==> src/rtl/sdram_pwrup_pkg.sv <==
package sdram_pwrup_pkg;

  localparam int CAS_W  = 3;
  localparam int PASR_W = 3;
  localparam int TCSR_W = 2;

  typedef enum logic [2:0] {
    CMD_NOP  = 3'd0,
    CMD_PRE  = 3'd1,
    CMD_REF  = 3'd2,
    CMD_MRS  = 3'd3,
    CMD_EMRS = 3'd4
  } sdr_cmd_e;

  typedef enum logic [3:0] {
    S_IDLE, S_DELAY, S_PRE, S_PRE_W, S_REF, S_REF_W,
    S_EMRS, S_EMRS_W, S_MRS, S_MRS_W, S_DONE
  } seq_state_e;

  // a gap of zero cycles is stretched to one
  function automatic int clamp_gap(input int cyc);
    return (cyc < 1) ? 1 : cyc;
  endfunction

  // NOP cycles that follow each auto-refresh
  function automatic int refresh_gap(input int ras_cyc, input int rp_cyc);
    return clamp_gap(ras_cyc + rp_cyc);
  endfunction

endpackage

==> src/rtl/sdram_pwrup_timer.sv <==
module sdram_pwrup_timer #(
  parameter int CW = 6
) (
  input  logic          clk,
  input  logic          rst_n,
  input  logic          load,
  input  logic [CW-1:0] load_len,
  output logic          expired
);

  logic [CW-1:0] cnt_q;

  always_ff @(posedge clk or negedge rst_n) begin
    if (!rst_n)             cnt_q <= '0;
    else if (load)          cnt_q <= load_len - 1'b1;
    else if (cnt_q != '0)   cnt_q <= cnt_q - 1'b1;
  end

  assign expired = (cnt_q == '0);

  p_load_len_r5: assert property (@(posedge clk) disable iff (!rst_n)
    load |=> (cnt_q == $past(load_len) - 1'b1));

  p_count_down_r5: assert property (@(posedge clk) disable iff (!rst_n)
    (!load && cnt_q != '0) |=> (cnt_q == $past(cnt_q) - 1'b1));

endmodule

==> src/rtl/sdram_pwrup_fsm.sv <==
module sdram_pwrup_fsm
  import sdram_pwrup_pkg::*;
#(
  parameter int TW        = 4,
  parameter int CW        = 6,
  parameter int REF_COUNT = 8,
  parameter int START_DLY = 15
) (
  input  logic          clk,
  input  logic          rst_n,
  input  logic          ctrl_en,
  input  logic          start_en,
  input  logic          access_req,
  input  logic          seq_mode,
  input  logic          dly_en,
  input  logic          ext_en,
  input  logic [TW-1:0] trp,
  input  logic [TW-1:0] tras,
  input  logic          tmr_expired,
  output logic          tmr_load,
  output logic [CW-1:0] tmr_len,
  output sdr_cmd_e      cmd,
  output logic          done
);

  localparam int RW = $clog2(REF_COUNT + 1);

  seq_state_e    st_q, st_d;
  logic [RW-1:0] ref_cnt_q;
  logic          go;
  logic          refs_complete;
  seq_state_e    mode_entry;
  logic [CW-1:0] pre_len, ref_len;

  assign go            = ctrl_en && start_en && access_req;
  assign refs_complete = (ref_cnt_q == RW'(REF_COUNT));
  assign mode_entry    = ext_en ? S_EMRS : S_MRS;
  assign pre_len       = CW'(clamp_gap(int'(trp)));
  assign ref_len       = CW'(refresh_gap(int'(tras), int'(trp)));

  always_comb begin
    st_d     = st_q;
    tmr_load = 1'b0;
    tmr_len  = '0;
    unique case (st_q)
      S_IDLE: if (go) begin
        if (dly_en) begin
          st_d = S_DELAY; tmr_load = 1'b1; tmr_len = CW'(START_DLY);
        end else begin
          st_d = S_PRE;
        end
      end
      S_DELAY:  if (tmr_expired) st_d = S_PRE;
      S_PRE: begin
        st_d = S_PRE_W; tmr_load = 1'b1; tmr_len = pre_len;
      end
      S_PRE_W:  if (tmr_expired) st_d = seq_mode ? mode_entry : S_REF;
      S_REF: begin
        st_d = S_REF_W; tmr_load = 1'b1; tmr_len = ref_len;
      end
      S_REF_W: if (tmr_expired) begin
        if (!refs_complete) st_d = S_REF;
        else                st_d = seq_mode ? S_DONE : mode_entry;
      end
      S_EMRS: begin
        st_d = S_EMRS_W; tmr_load = 1'b1; tmr_len = CW'(2);
      end
      S_EMRS_W: if (tmr_expired) st_d = S_MRS;
      S_MRS: begin
        st_d = S_MRS_W; tmr_load = 1'b1; tmr_len = CW'(2);
      end
      S_MRS_W:  if (tmr_expired) st_d = seq_mode ? S_REF : S_DONE;
      S_DONE:   st_d = S_DONE;
      default:  st_d = S_IDLE;
    endcase
    if (!ctrl_en) begin
      st_d     = S_IDLE;
      tmr_load = 1'b0;
    end
  end

  always_ff @(posedge clk or negedge rst_n) begin
    if (!rst_n) begin
      st_q      <= S_IDLE;
      ref_cnt_q <= '0;
    end else begin
      st_q <= st_d;
      if (st_q == S_IDLE)     ref_cnt_q <= '0;
      else if (st_q == S_REF) ref_cnt_q <= ref_cnt_q + 1'b1;
    end
  end

  always_comb begin
    unique case (st_q)
      S_PRE:   cmd = CMD_PRE;
      S_REF:   cmd = CMD_REF;
      S_EMRS:  cmd = CMD_EMRS;
      S_MRS:   cmd = CMD_MRS;
      default: cmd = CMD_NOP;
    endcase
  end

  assign done = (st_q == S_DONE);

  p_hold_idle_r1: assert property (@(posedge clk) disable iff (!rst_n)
    (st_q == S_IDLE && !go) |=> (cmd == CMD_NOP));

  p_pre_first_r4: assert property (@(posedge clk) disable iff (!rst_n)
    (st_q == S_IDLE && go && !dly_en) |=> (cmd == CMD_PRE));

  p_ref_bound_r2: assert property (@(posedge clk) disable iff (!rst_n)
    ref_cnt_q <= RW'(REF_COUNT));

  p_emrs_gap_r7: assert property (@(posedge clk) disable iff (!rst_n)
    (cmd == CMD_EMRS) |=> (cmd == CMD_NOP));

  p_done_sticky_r9: assert property (@(posedge clk) disable iff (!rst_n)
    (done && ctrl_en) |=> done);

  p_off_clears_r10: assert property (@(posedge clk) disable iff (!rst_n)
    !ctrl_en |=> (!done && cmd == CMD_NOP));

endmodule

==> src/rtl/sdram_pwrup_addr.sv <==
module sdram_pwrup_addr
  import sdram_pwrup_pkg::*;
#(
  parameter int AW = 13
) (
  input  logic              clk,
  input  logic              rst_n,
  input  sdr_cmd_e          cmd,
  input  logic [CAS_W-1:0]  cas_lat,
  input  logic [PASR_W-1:0] pasr,
  input  logic [TCSR_W-1:0] tcsr,
  output logic [AW-1:0]     addr
);

  localparam int A_ALLBANK = 10;

  // burst length 1 (000), sequential (0), CAS latency in 6:4
  function automatic logic [AW-1:0] mode_word(input logic [CAS_W-1:0] cl);
    logic [AW-1:0] w;
    w      = '0;
    w[6:4] = cl;
    return w;
  endfunction

  function automatic logic [AW-1:0] ext_word(input logic [PASR_W-1:0] pa,
                                             input logic [TCSR_W-1:0] tc);
    logic [AW-1:0] w;
    w      = '0;
    w[2:0] = pa;
    w[4:3] = tc;
    return w;
  endfunction

  function automatic logic [AW-1:0] pre_word();
    logic [AW-1:0] w;
    w            = '0;
    w[A_ALLBANK] = 1'b1;
    return w;
  endfunction

  always_comb begin
    unique case (cmd)
      CMD_PRE:  addr = pre_word();
      CMD_MRS:  addr = mode_word(cas_lat);
      CMD_EMRS: addr = ext_word(pasr, tcsr);
      default:  addr = '0;
    endcase
  end

  p_pre_a10_r8: assert property (@(posedge clk) disable iff (!rst_n)
    (cmd == CMD_PRE) |-> (addr[A_ALLBANK] && $countones(addr) == 1));

  p_quiet_addr_r8: assert property (@(posedge clk) disable iff (!rst_n)
    (cmd == CMD_NOP || cmd == CMD_REF) |-> (addr == '0));

  p_mrs_burst_r6: assert property (@(posedge clk) disable iff (!rst_n)
    (cmd == CMD_MRS) |-> (addr[3:0] == 4'b0000 && addr[AW-1:7] == '0));

endmodule

==> src/rtl/sdram_pwrup_seq.sv <==
module sdram_pwrup_seq
  import sdram_pwrup_pkg::*;
#(
  parameter int TW        = 4,
  parameter int AW        = 13,
  parameter int REF_COUNT = 8,
  parameter int START_DLY = 15
) (
  input  logic          clk,
  input  logic          rst_n,
  input  logic          ctrl_en,
  input  logic          start_en,
  input  logic          access_req,
  input  logic          seq_mode,
  input  logic          dly_en,
  input  logic          ext_en,
  input  logic [2:0]    cas_lat,
  input  logic [TW-1:0] trp,
  input  logic [TW-1:0] tras,
  input  logic [2:0]    pasr,
  input  logic [1:0]    tcsr,
  output logic [2:0]    cmd,
  output logic [AW-1:0] addr,
  output logic          done
);

  localparam int GAP_MAX  = 2 * (2 ** TW);
  localparam int WAIT_MAX = (START_DLY > GAP_MAX) ? START_DLY : GAP_MAX;
  localparam int CW       = $clog2(WAIT_MAX + 1);

  logic          tmr_load, tmr_expired;
  logic [CW-1:0] tmr_len;
  sdr_cmd_e      cmd_w;

  sdram_pwrup_timer #(.CW(CW)) u_timer (
    .clk      (clk),
    .rst_n    (rst_n),
    .load     (tmr_load),
    .load_len (tmr_len),
    .expired  (tmr_expired)
  );

  sdram_pwrup_fsm #(
    .TW(TW), .CW(CW), .REF_COUNT(REF_COUNT), .START_DLY(START_DLY)
  ) u_fsm (
    .clk         (clk),
    .rst_n       (rst_n),
    .ctrl_en     (ctrl_en),
    .start_en    (start_en),
    .access_req  (access_req),
    .seq_mode    (seq_mode),
    .dly_en      (dly_en),
    .ext_en      (ext_en),
    .trp         (trp),
    .tras        (tras),
    .tmr_expired (tmr_expired),
    .tmr_load    (tmr_load),
    .tmr_len     (tmr_len),
    .cmd         (cmd_w),
    .done        (done)
  );

  sdram_pwrup_addr #(.AW(AW)) u_addr (
    .clk     (clk),
    .rst_n   (rst_n),
    .cmd     (cmd_w),
    .cas_lat (cas_lat),
    .pasr    (pasr),
    .tcsr    (tcsr),
    .addr    (addr)
  );

  assign cmd = cmd_w;

endmodule

==> config.mk <==
export PLATFORM = sky130hd
export DESIGN_NAME = sdram_pwrup_seq
export DESIGN_NICKNAME = d
export VERILOG_FILES = /design/src/rtl/sdram_pwrup_pkg.sv /design/src/rtl/sdram_pwrup_timer.sv /design/src/rtl/sdram_pwrup_fsm.sv /design/src/rtl/sdram_pwrup_addr.sv /design/src/rtl/sdram_pwrup_seq.sv
export SDC_FILE = /design/constraint.sdc
export NUM_CORES = 1
export LEC_CHECK = 0
export BUFFER_PORTS_ARGS = -buffer_cell sky130_fd_sc_hd__buf_2
export CAP_MARGIN = 20
export CORE_AREA = 8 8 68 70
export CTS_BUF_LIST = sky130_fd_sc_hd__clkbuf_8
export DETAILED_ROUTE_END_ITERATION = 8
export DIE_AREA = 0 0 76 78
export PLACE_DENSITY = 0.6
export SETUP_SLACK_MARGIN = 0.4
export SLEW_MARGIN = 20
export SYNTH_ARGS = -nofsm -noshare
export SYNTH_HDL_FRONTEND = slang
export SYNTH_SLANG_ARGS = --single-unit
export TNS_END_PERCENT = 5
==> constraint.sdc <==
create_clock -name clk -period 2.4 [get_ports clk]
set_input_delay 0.24 -clock clk [delete_from_list [all_inputs] [get_ports clk]]
set_output_delay 0.24 -clock clk [all_outputs]
set_load 0.02 [all_outputs]
# Yosys cells after proc, flatten, opt, wreduce, memory -nomap -nowiden
# Cells that the tools add are included.
# word_totals
out_inout_bits,17
regBits,14
in_bits,24
# op_classes
n_mux,29
n_reduce_logical,10
n_eq_ne,20
magnitude_cmp,2
n_addsub,4
# ops
operator,count
$mux 4,16
$pmux 4 s11,1
$pmux 11 s3,1
$lt 32x2->1 const B,1
$mux 6,4
$pmux 6 s4,1
$eq 4x3->1 const B,4
$eq 4x4->1 const B,4
$ne 3x3->1 const B,5
$pmux 3 s4,1
$sub 6x1->6 const B,2
$eq 4x2->1 const B,2
$logic_not 6->1,1
$reduce_and 6->1,1
$reduce_bool 6->1,1
$add 4x4->5,1
$add 4x1->4 const B,1
$eq 4x1->1 const B,1
$logic_not 4->1,1
$lt 4x1->1 const B,1
$reduce_bool 2->1,2
$reduce_or 4->1,1
$eq 3x1->1 const B,1
$eq 3x2->1 const B,1
7 further kinds,10

# Longest topological paths before layout
# Gate-level depths: netlist of run 1.
# depth
ltp_word,6
ltp_mapped,9
mapped_depth_nobuf,9

# Modules after synthesis
# From an unflattened synthesis of run 1, not the netlist that was laid out.
# hier_totals
hier_cells,167
hier_area_um2,1385.1
# by_module_without_submodules
mod,cells_per_inst,seq_area_each_um2,instances,area_per_inst_um2
sdram_pwrup_fsm,111,200.2,1,883.3
sdram_pwrup_timer,39,150.1,1,371.6
sdram_pwrup_addr,17,0.0,1,130.1

# Least setup slack after synthesis of run 1
# Ideal clock, no wire load.
# synth_path
kind,reg2reg
from,reg u_fsm.st_q[0]
to,reg u_timer.cnt_q[4]
setup_slack_ns,0.228
t_required_ns,2.322
t_arrival_ns,2.094
stages_incl_launch_ff,9
path_cell_list,dfrtp_1 buf_2 nor4b_2 o21ai_0 nand4_1 o22ai_2 ha_1 a31o_1 a21oi_1
# synth_via
elab_chain_len,5
# synth_lines
element,line,text
start: declaration,sdram_pwrup_fsm.sv:28,"seq_state_e st_q, st_d;"
start signal: assignment,sdram_pwrup_fsm.sv:87,st_q <= st_d;
$eq 4x3->1 (tied with other cells),sdram_pwrup_fsm.sv:45,unique case (st_q)
$reduce_or 2->1 (no line) / $reduce_or 4->1 (equally long branches),n/a,
$pmux 6 s4 / $pmux 1 s2 (equally long branches),sdram_pwrup_fsm.sv:45,
$sub 6x1->6 / $mux 1 (equally long branches),"sdram_pwrup_timer.sv:15, sdram_pwrup_fsm.sv:76",
$mux 6 / $reduce_bool 2->1 (equally long branches),n/a,
end signal: assignment,sdram_pwrup_timer.sv:15,else if (load) cnt_q <= load_len - 1'b1;
end signal: assignment,sdram_pwrup_timer.sv:16,else if (cnt_q != '0) cnt_q <= cnt_q - 1'b1;
end: declaration,sdram_pwrup_timer.sv:11,logic [CW-1:0] cnt_q;
# Several ways; a longest one is shown, not always the timed one.
# A chain may end at the register's enable or synchronous reset.

# Worst setup path after layout of run 1
# layout_path
from,in trp[0]
to,reg u_timer.cnt_q[4]
# layout_via
elab_chain_len,6
# layout_lines
element,line,text
start: declaration,sdram_pwrup_seq.sv:18,"input logic [TW-1:0] trp,"
$add 4x4->5,sdram_pwrup_pkg.sv:27,return clamp_gap(ras_cyc + rp_cyc);
$lt 32x2->1,sdram_pwrup_pkg.sv:22,return (cyc < 1) ? 1 : cyc;
$mux 6,sdram_pwrup_pkg.sv:22,
$pmux 6 s4 (*),sdram_pwrup_fsm.sv:45,
$sub 6x1->6 (*),sdram_pwrup_timer.sv:15,
$mux 6 (*),sdram_pwrup_timer.sv:15,
# Mark *: on every way between the ends. The rest lies on a longest branch, timed or not.

==> results_dict.tcl, run 1 <==
set metrics [dict create \
    synthDistinctLibCells 54 \
    critPathLaunchType "input port" \
    nNetsFinal 251 \
    final-setup-viol-count 0 \
    synth.cell_area_um2 1350 \
    post_drt_wl_per_cell_um 15.1 \
    synth-seq-area-share_pct 25.9 \
    ios 41 \
    htreeDepth 1 \
    syn_area_per_cell_um2 7.90 \
    synthTopCellsByCount "nand2_1, dfrtp_1, nor2_1" \
    criticalPathCategory "in -> reg" \
    portBuffers 35 \
    cts_buffers 3 \
    cts_tree "yes" \
    leakage_uw 0.000827 \
    rsz0062_at_grt "no" \
    finalHoldViolCount 0 \
    rows 22 \
    synth-async-reset-ratio_pct 100 \
    power_uw 1530 \
    firstDrtPassIters 4 \
    grt_pass1_wl_mm 6.49 \
    dieArea_um2 5930 \
    synthTopCellsByArea "dfrtp_1, ha_1, nand2_1, buf_4, nor2_1" \
    crit_family "adder cells" \
    drv_cap 0 \
    core_region_area_um2 3550 \
    grt_max_degree 15 \
    synth_top_area_share_pct 25.9 \
    root_buffer "clkbuf_8" \
    crit_arrival_ps 2130 \
    die_h_um 78 \
    clk_pin_slew_ps 60 \
    fin_worst_skew_ps 2.84 \
    first_iter_violations 158 \
    antenna_cells 0 \
    worstSkewPairLatency_ps 240 \
    crit_chain "buf_2 -> ha_4 -> fa_2 -> nor3_1 -> o211ai_1 -> o21ai_2 -> ha_4 -> a31o_1 -> a21oi_2" \
    dpl.hpwl_mm 3.03 \
    cp_slowest_cell "fa_2" \
    slowest_delay_ps 550 \
    syn_inst 171 \
    setup_tns_ps 0 \
    drive_gt1_share_pct 34.1 \
    crit_required_ps 2570 \
    num_vias 1467 \
    post-synth-top-area-cell "dfrtp_1" \
    drc_errors 0 \
    grt_overflow 0 \
    synth.most_common_cell "nand2_1" \
    antenna_found_initial 0 \
    synth-warning-count 0 \
    hold_class "in -> reg" \
    clock_path_buffers 2 \
    ant_nets 0 \
    cp_max_fo 3 \
    synth_edf_count 0 \
    grt_pass1_vias 1405 \
    grt_usage_pct 12.5 \
    crit_path_frequent_cell "ha_4" \
    drt_wl_total_mm 4.01 \
    post-route-min-period_ps 1960 \
    p_per_area_nw_per_um2 865 \
    avgViaCountPerCell 5.54 \
    ys_ff_latch 14 \
    finalMaxSlewViolations 0 \
    ys.flop_type "dfrtp_1" \
    status "completed" \
    gp_congestion 0.951 \
    chipWidth_um 76 \
    start_util_pct 38.1 \
    end_kind "register" \
    fmax_mhz 510 \
    clock_sinks 14 \
    syn2layout_area_growth_pct 31.0 \
    cp_num_buf_inv 1 \
    vdd_drop_max_v 0.000581 \
    fin_crit_sh_pct 81.7 \
]
[worst min-delay path, delay by kind of cell]
family / cells / cell delay (ps)
buf+inv: 1 / 170
simple gates: 1 / 90
compound gates: 1 / 70
[cell families (layout without fill, tap and decap cells)]
group | count (synthesis) | after routing | synth area share (%)
AO/OA/AOI/OAI | 48 | 49 | 25.4
XOR/XNOR | 3 | 3 | 1.94
adder cells (fa/ha/maj) | 8 | 8 | 7.96
buffers and inverters | 20 | 61 | 7.87
flip-flops | 14 | 14 | 25.9
multiplexers | 1 | 1 | 0.741
other | 1 | 5 | 0.278
AND/OR/NAND/NOR | 76 | 76 | 29.9
[flip-flops by register name (all words and copies together) (netlist names)]
register and count:
u_timer.cnt_q 6, u_fsm.st_q 4, u_fsm.ref_cnt_q 4
[cell usage in the layout (no fill, tap or decap), types with 3 or more instances in the layout]
| cell | synthesis | final |
|---|---|---|
| a21o_1 | 3 | 3 |
| a21oi_1 | 9 | 8 |
| and2_1 | 4 | 4 |
| and3_1 | 3 | 3 |
| and3b_1 | 3 | 3 |
| buf_2 | 4 | 35 |
| buf_4 | 7 | 16 |
| clkbuf_8 | 0 | 3 |
| conb_1 | 1 | 5 |
| dfrtp_1 | 14 | 10 |
| dfrtp_2 | 0 | 4 |
| ha_1 | 7 | 5 |
| inv_1 | 5 | 5 |
| nand2_1 | 19 | 19 |
| nand3_1 | 5 | 5 |
| nand4_1 | 6 | 6 |
| nor2_1 | 14 | 13 |
| nor2b_1 | 4 | 3 |
| nor3_1 | 6 | 6 |
| o21ai_0 | 9 | 6 |
| o21ai_1 | 1 | 3 |
| o22ai_1 | 3 | 3 |
[final timing paths]
| path | slack [ps] | cells past startpoint | endpoint | startpoint |
|---|---|---|---|---|
| worst max-delay path | 440 | 9 | u_timer.cnt_q[4] | trp[0] |
| worst min-delay path | 370 | 3 | u_fsm.st_q[3] | ctrl_en |
| worst max register to register | 480 | 7 | u_timer.cnt_q[4] | u_fsm.st_q[2] |
| worst min register to register | 530 | 1 | u_fsm.ref_cnt_q[2] | u_fsm.ref_cnt_q[2] |
| max in group asynchronous | 1710 | 2 | u_fsm.st_q[2] | rst_n |
| min in group asynchronous | 430 | 2 | u_timer.cnt_q[0] | rst_n |
[where the power goes]
| part | internal, µW | switching [µW] |
|---|---|---|
| Combinational | 440 | 523 |
| Sequential | 302 | 81.6 |
| Clock | 111 | 73.8 |
| Total | 853 | 678 |
[stage by stage]
stage	setup slack [ps]	cells	area, µm²	hold WS, ps	util (%)
floorplan	416	175	1380	-55.6	-
global placement	250	251	1580	151	44.6
detailed placement	170	251	1580	160	44.6
CTS	383	255	1640	369	46.2
global route	381	265	1770	403	49.9
finish	440	265	1770	375	49.9
[repair_timing]
item,CTS,global route
setup endpoints to repair,7,9
hold buffers,1,0
buffers inserted,0,9
pin swaps,1,10
endpoints found under the hold margin,14,0
cloned,0,1
gates resized for setup,2,16
[metal layers]
| metal | routed length (µm) | share of wire (%) | global-route usage [%] | vias up |
|---|---|---|---|---|
| met5 | 0 | 0 | 0 | - |
| met4 | 72 | 1.8 | 3.53 | 0 |
| met3 | 324 | 8.1 | 3.92 | 8 |
| met2 | 1830 | 46 | 20.1 | 59 |
| met1 | 1780 | 44 | 15.6 | 682 |
| li1 | - | - | - | 718 |
[cell type report]
cell class,count,area [µm²]
flip-flops and latches,14,355
well taps,48,60.1
multi-input cells,142,986
inverters,6,22.5
clock buffers,3,41.3
fillers,348,1780
repair buffers,52,305
No activity file was read; power rests on OpenSTA's default activity.
==> run 2: changes to the inputs <==
--- a/config.mk
+++ b/config.mk
@@ -11,7 +11,7 @@
 export CTS_BUF_LIST = sky130_fd_sc_hd__clkbuf_8
 export DETAILED_ROUTE_END_ITERATION = 8
 export DIE_AREA = 0 0 76 78
-export PLACE_DENSITY = 0.6
+export PLACE_DENSITY = 0.63
 export SETUP_SLACK_MARGIN = 0.4
 export SLEW_MARGIN = 20
 export SYNTH_ARGS = -nofsm -noshare
==> constraint.sdc (replaced) <==
create_clock -name clk -period 1.8 [get_ports clk]
set_input_delay 0.18 -clock clk [delete_from_list [all_inputs] [get_ports clk]]
set_output_delay 0.18 -clock clk [all_outputs]
set_load 0.02 [all_outputs]
==> run 2 against run 1 <==
  * The flow now finishes with violations (setup timing)
  * Core utilization is 11 points higher
  * Setup slack worse by 470 ps
  * Die area stayed put
  * Clock power is 61% higher
  * First-iteration DRC count is 27% lower
  * Sequential share of layout area is 3.7 points lower
  * Clock skew is 0.87 ps lower
  * Global-route usage is 1.1 points higher
==> results_dict.tcl, run 2 (synthesis results as in run 1) <==
set metrics [dict create \
    start_util_pct 38.1 \
    top_usage_layer "met2" \
    p_per_area_nw_per_um2 1110 \
    cts_tree "yes" \
    p_int_uw 1390 \
    gp_congestion 0.881 \
    fmax_mhz 547 \
    clkPwrFrac_pct 12.4 \
    num_vias 1532 \
    drt_wl_total_mm 4.07 \
    post-route-min-period_ps 1830 \
    end_kind "register" \
    firstDrtPassIters 4 \
    setup_ws_ps -28.4 \
    pwr-share-seq_pct 21.8 \
    die_h_um 78 \
    startpoint "u_fsm.st_q[2]" \
    slowest_delay_ps 470 \
    r2r_slack_ps -30 \
    setup_tns_ps -113 \
    leakage_uw 0.000996 \
    clock_path_buffers 2 \
    drv_cap 0 \
    ios 41 \
    fin_worst_skew_ps 1.97 \
    reg_top3 "u_timer.cnt_q (6), u_fsm.ref_cnt_q (4), u_fsm.st_q (4)" \
    grt_util_met2_pct 22.4 \
    clk_pin_slew_ps 60 \
    finalHoldViolCount 0 \
    portBuffers 35 \
    critPathLaunchType "register" \
    grt_pass1_wl_mm 7.06 \
    final-setup-viol-count 5 \
    antenna_found_initial 0 \
    drc_errors 0 \
    htreeDepth 1 \
    failed_checks "setup timing" \
    cp_slowest_cell "dfrtp_2" \
    crit_chain "nor2_2 -> nand4_1 -> a21oi_4 -> o21ai_1 -> ha_4 -> a31o_1 -> a21oi_1" \
    fin_crit_sh_pct 102 \
    cts_buffers 3 \
    rsz0062_at_grt "yes" \
    grt_usage_pct 13.6 \
    grt_overflow 0 \
    chipWidth_um 76 \
    met1_usage_pct 17.4 \
    switching_share_pct 41.7 \
    core_region_area_um2 3550 \
    clock_sinks 14 \
    largest_register_ffs 6 \
    ant_nets 0 \
    vdd_drop_max_v 0.000613 \
    worstSkewPairLatency_ps 240 \
    dpl.hpwl_mm 3.00 \
    cp_max_fo 7 \
    rows 22 \
    post_drt_wl_per_cell_um 14.0 \
    fin_util_pct 60.8 \
    root_buffer "clkbuf_8" \
    hold_class "in -> async" \
    finalMaxSlewViolations 0 \
    syn2layout_area_growth_pct 59.8 \
    grt_max_degree 15 \
    nNetsFinal 275 \
    status "complete, but fails checks" \
    first_iter_violations 116 \
    criticalPathCategory "reg -> reg" \
    grtUsageMet3_pct 3.34 \
    largest_register "u_timer.cnt_q" \
    final_cell_mix "buf_4, buf_2, nand2_1" \
    r2r_start "u_fsm.st_q[2]" \
    dieArea_um2 5930 \
    crit_required_ps 1970 \
    drive_gt1_share_pct 50.0 \
    final_common_cell "buf_4" \
    comb_power_share_pct 65.7 \
    grt_pass1_vias 1518 \
    antenna_cells 0 \
    crit_arrival_ps 1990 \
    avgViaCountPerCell 5.28 \
    power_switching_uw 998 \
]
## run 2: worst paths after layout
kind,end,cells after the start
setup / recovery,u_timer.cnt_q[4],7
hold / removal,u_timer.cnt_q[3],2
hold reg to reg,u_fsm.ref_cnt_q[1],2
min in group clk,u_fsm.st_q[0],3
max in group asynchronous,u_fsm.st_q[1],2
setup reg to reg,u_timer.cnt_q[4],7
## run 2: power groups by stage
stage                     sequential, µW  clock (µW)  combinational [µW]
after floorplan                      443           0                 835
after global placement               494           0                1200
after detailed placement             493           0                1210
after CTS                            504         305                1500
after global routing                 528         322                1730
final                                523         297                1570
## run 2: stage by stage
step | cell area, µm² | total power, µW | cells | hold WS [ps] | setup slack [ps]
2_1_floorplan | 1400 | 1280 | 175 | -116 | -44.3
3_3_place_gp | 1800 | 1700 | 277 | 100 | -199
3_5_place_dp | 1800 | 1710 | 277 | 93.4 | -267
4_1_cts | 2100 | 2310 | 287 | 370 | 4.14
5_1_grt | 2160 | 2580 | 290 | 382 | -135
6_report | 2160 | 2390 | 290 | 357 | -28.4
## run 2: repair_timing
action | 4_1_cts | 5_1_grt
pin swaps | 27 | 14
hold buffers | 1 | 0
endpoints found under the hold margin | 14 | 0
endpoints found under the setup margin | 26 | 26
buffers inserted | 5 | 3
gates resized for setup | 51 | 10
## run 2: worst max-delay path, delay by kind of cell (launching register included)
| kind | cells | cell delay, ps |
|---|---|---|
| AOI/OAI and AO/OA | 4 | 760 |
| adders and majority gates | 1 | 200 |
| and+or+nand+nor | 2 | 340 |
| DFF | 1 | 470 |
## run 2: routing by layer
metal  vias up  wire, µm
met5         -         0
met4         0        51
met3         4       217
met2        44      1880
met1       726      1930
li1        758         -
## run 2: cell type report
type                    instances  area [µm²]
clock buffers                   4        55.1
fillers                       297        1390
inverters                       6        22.5
multi-input cells             141        1100
flip-flops and latches         14         354
well taps                      48        60.1
repair buffers                 77         566
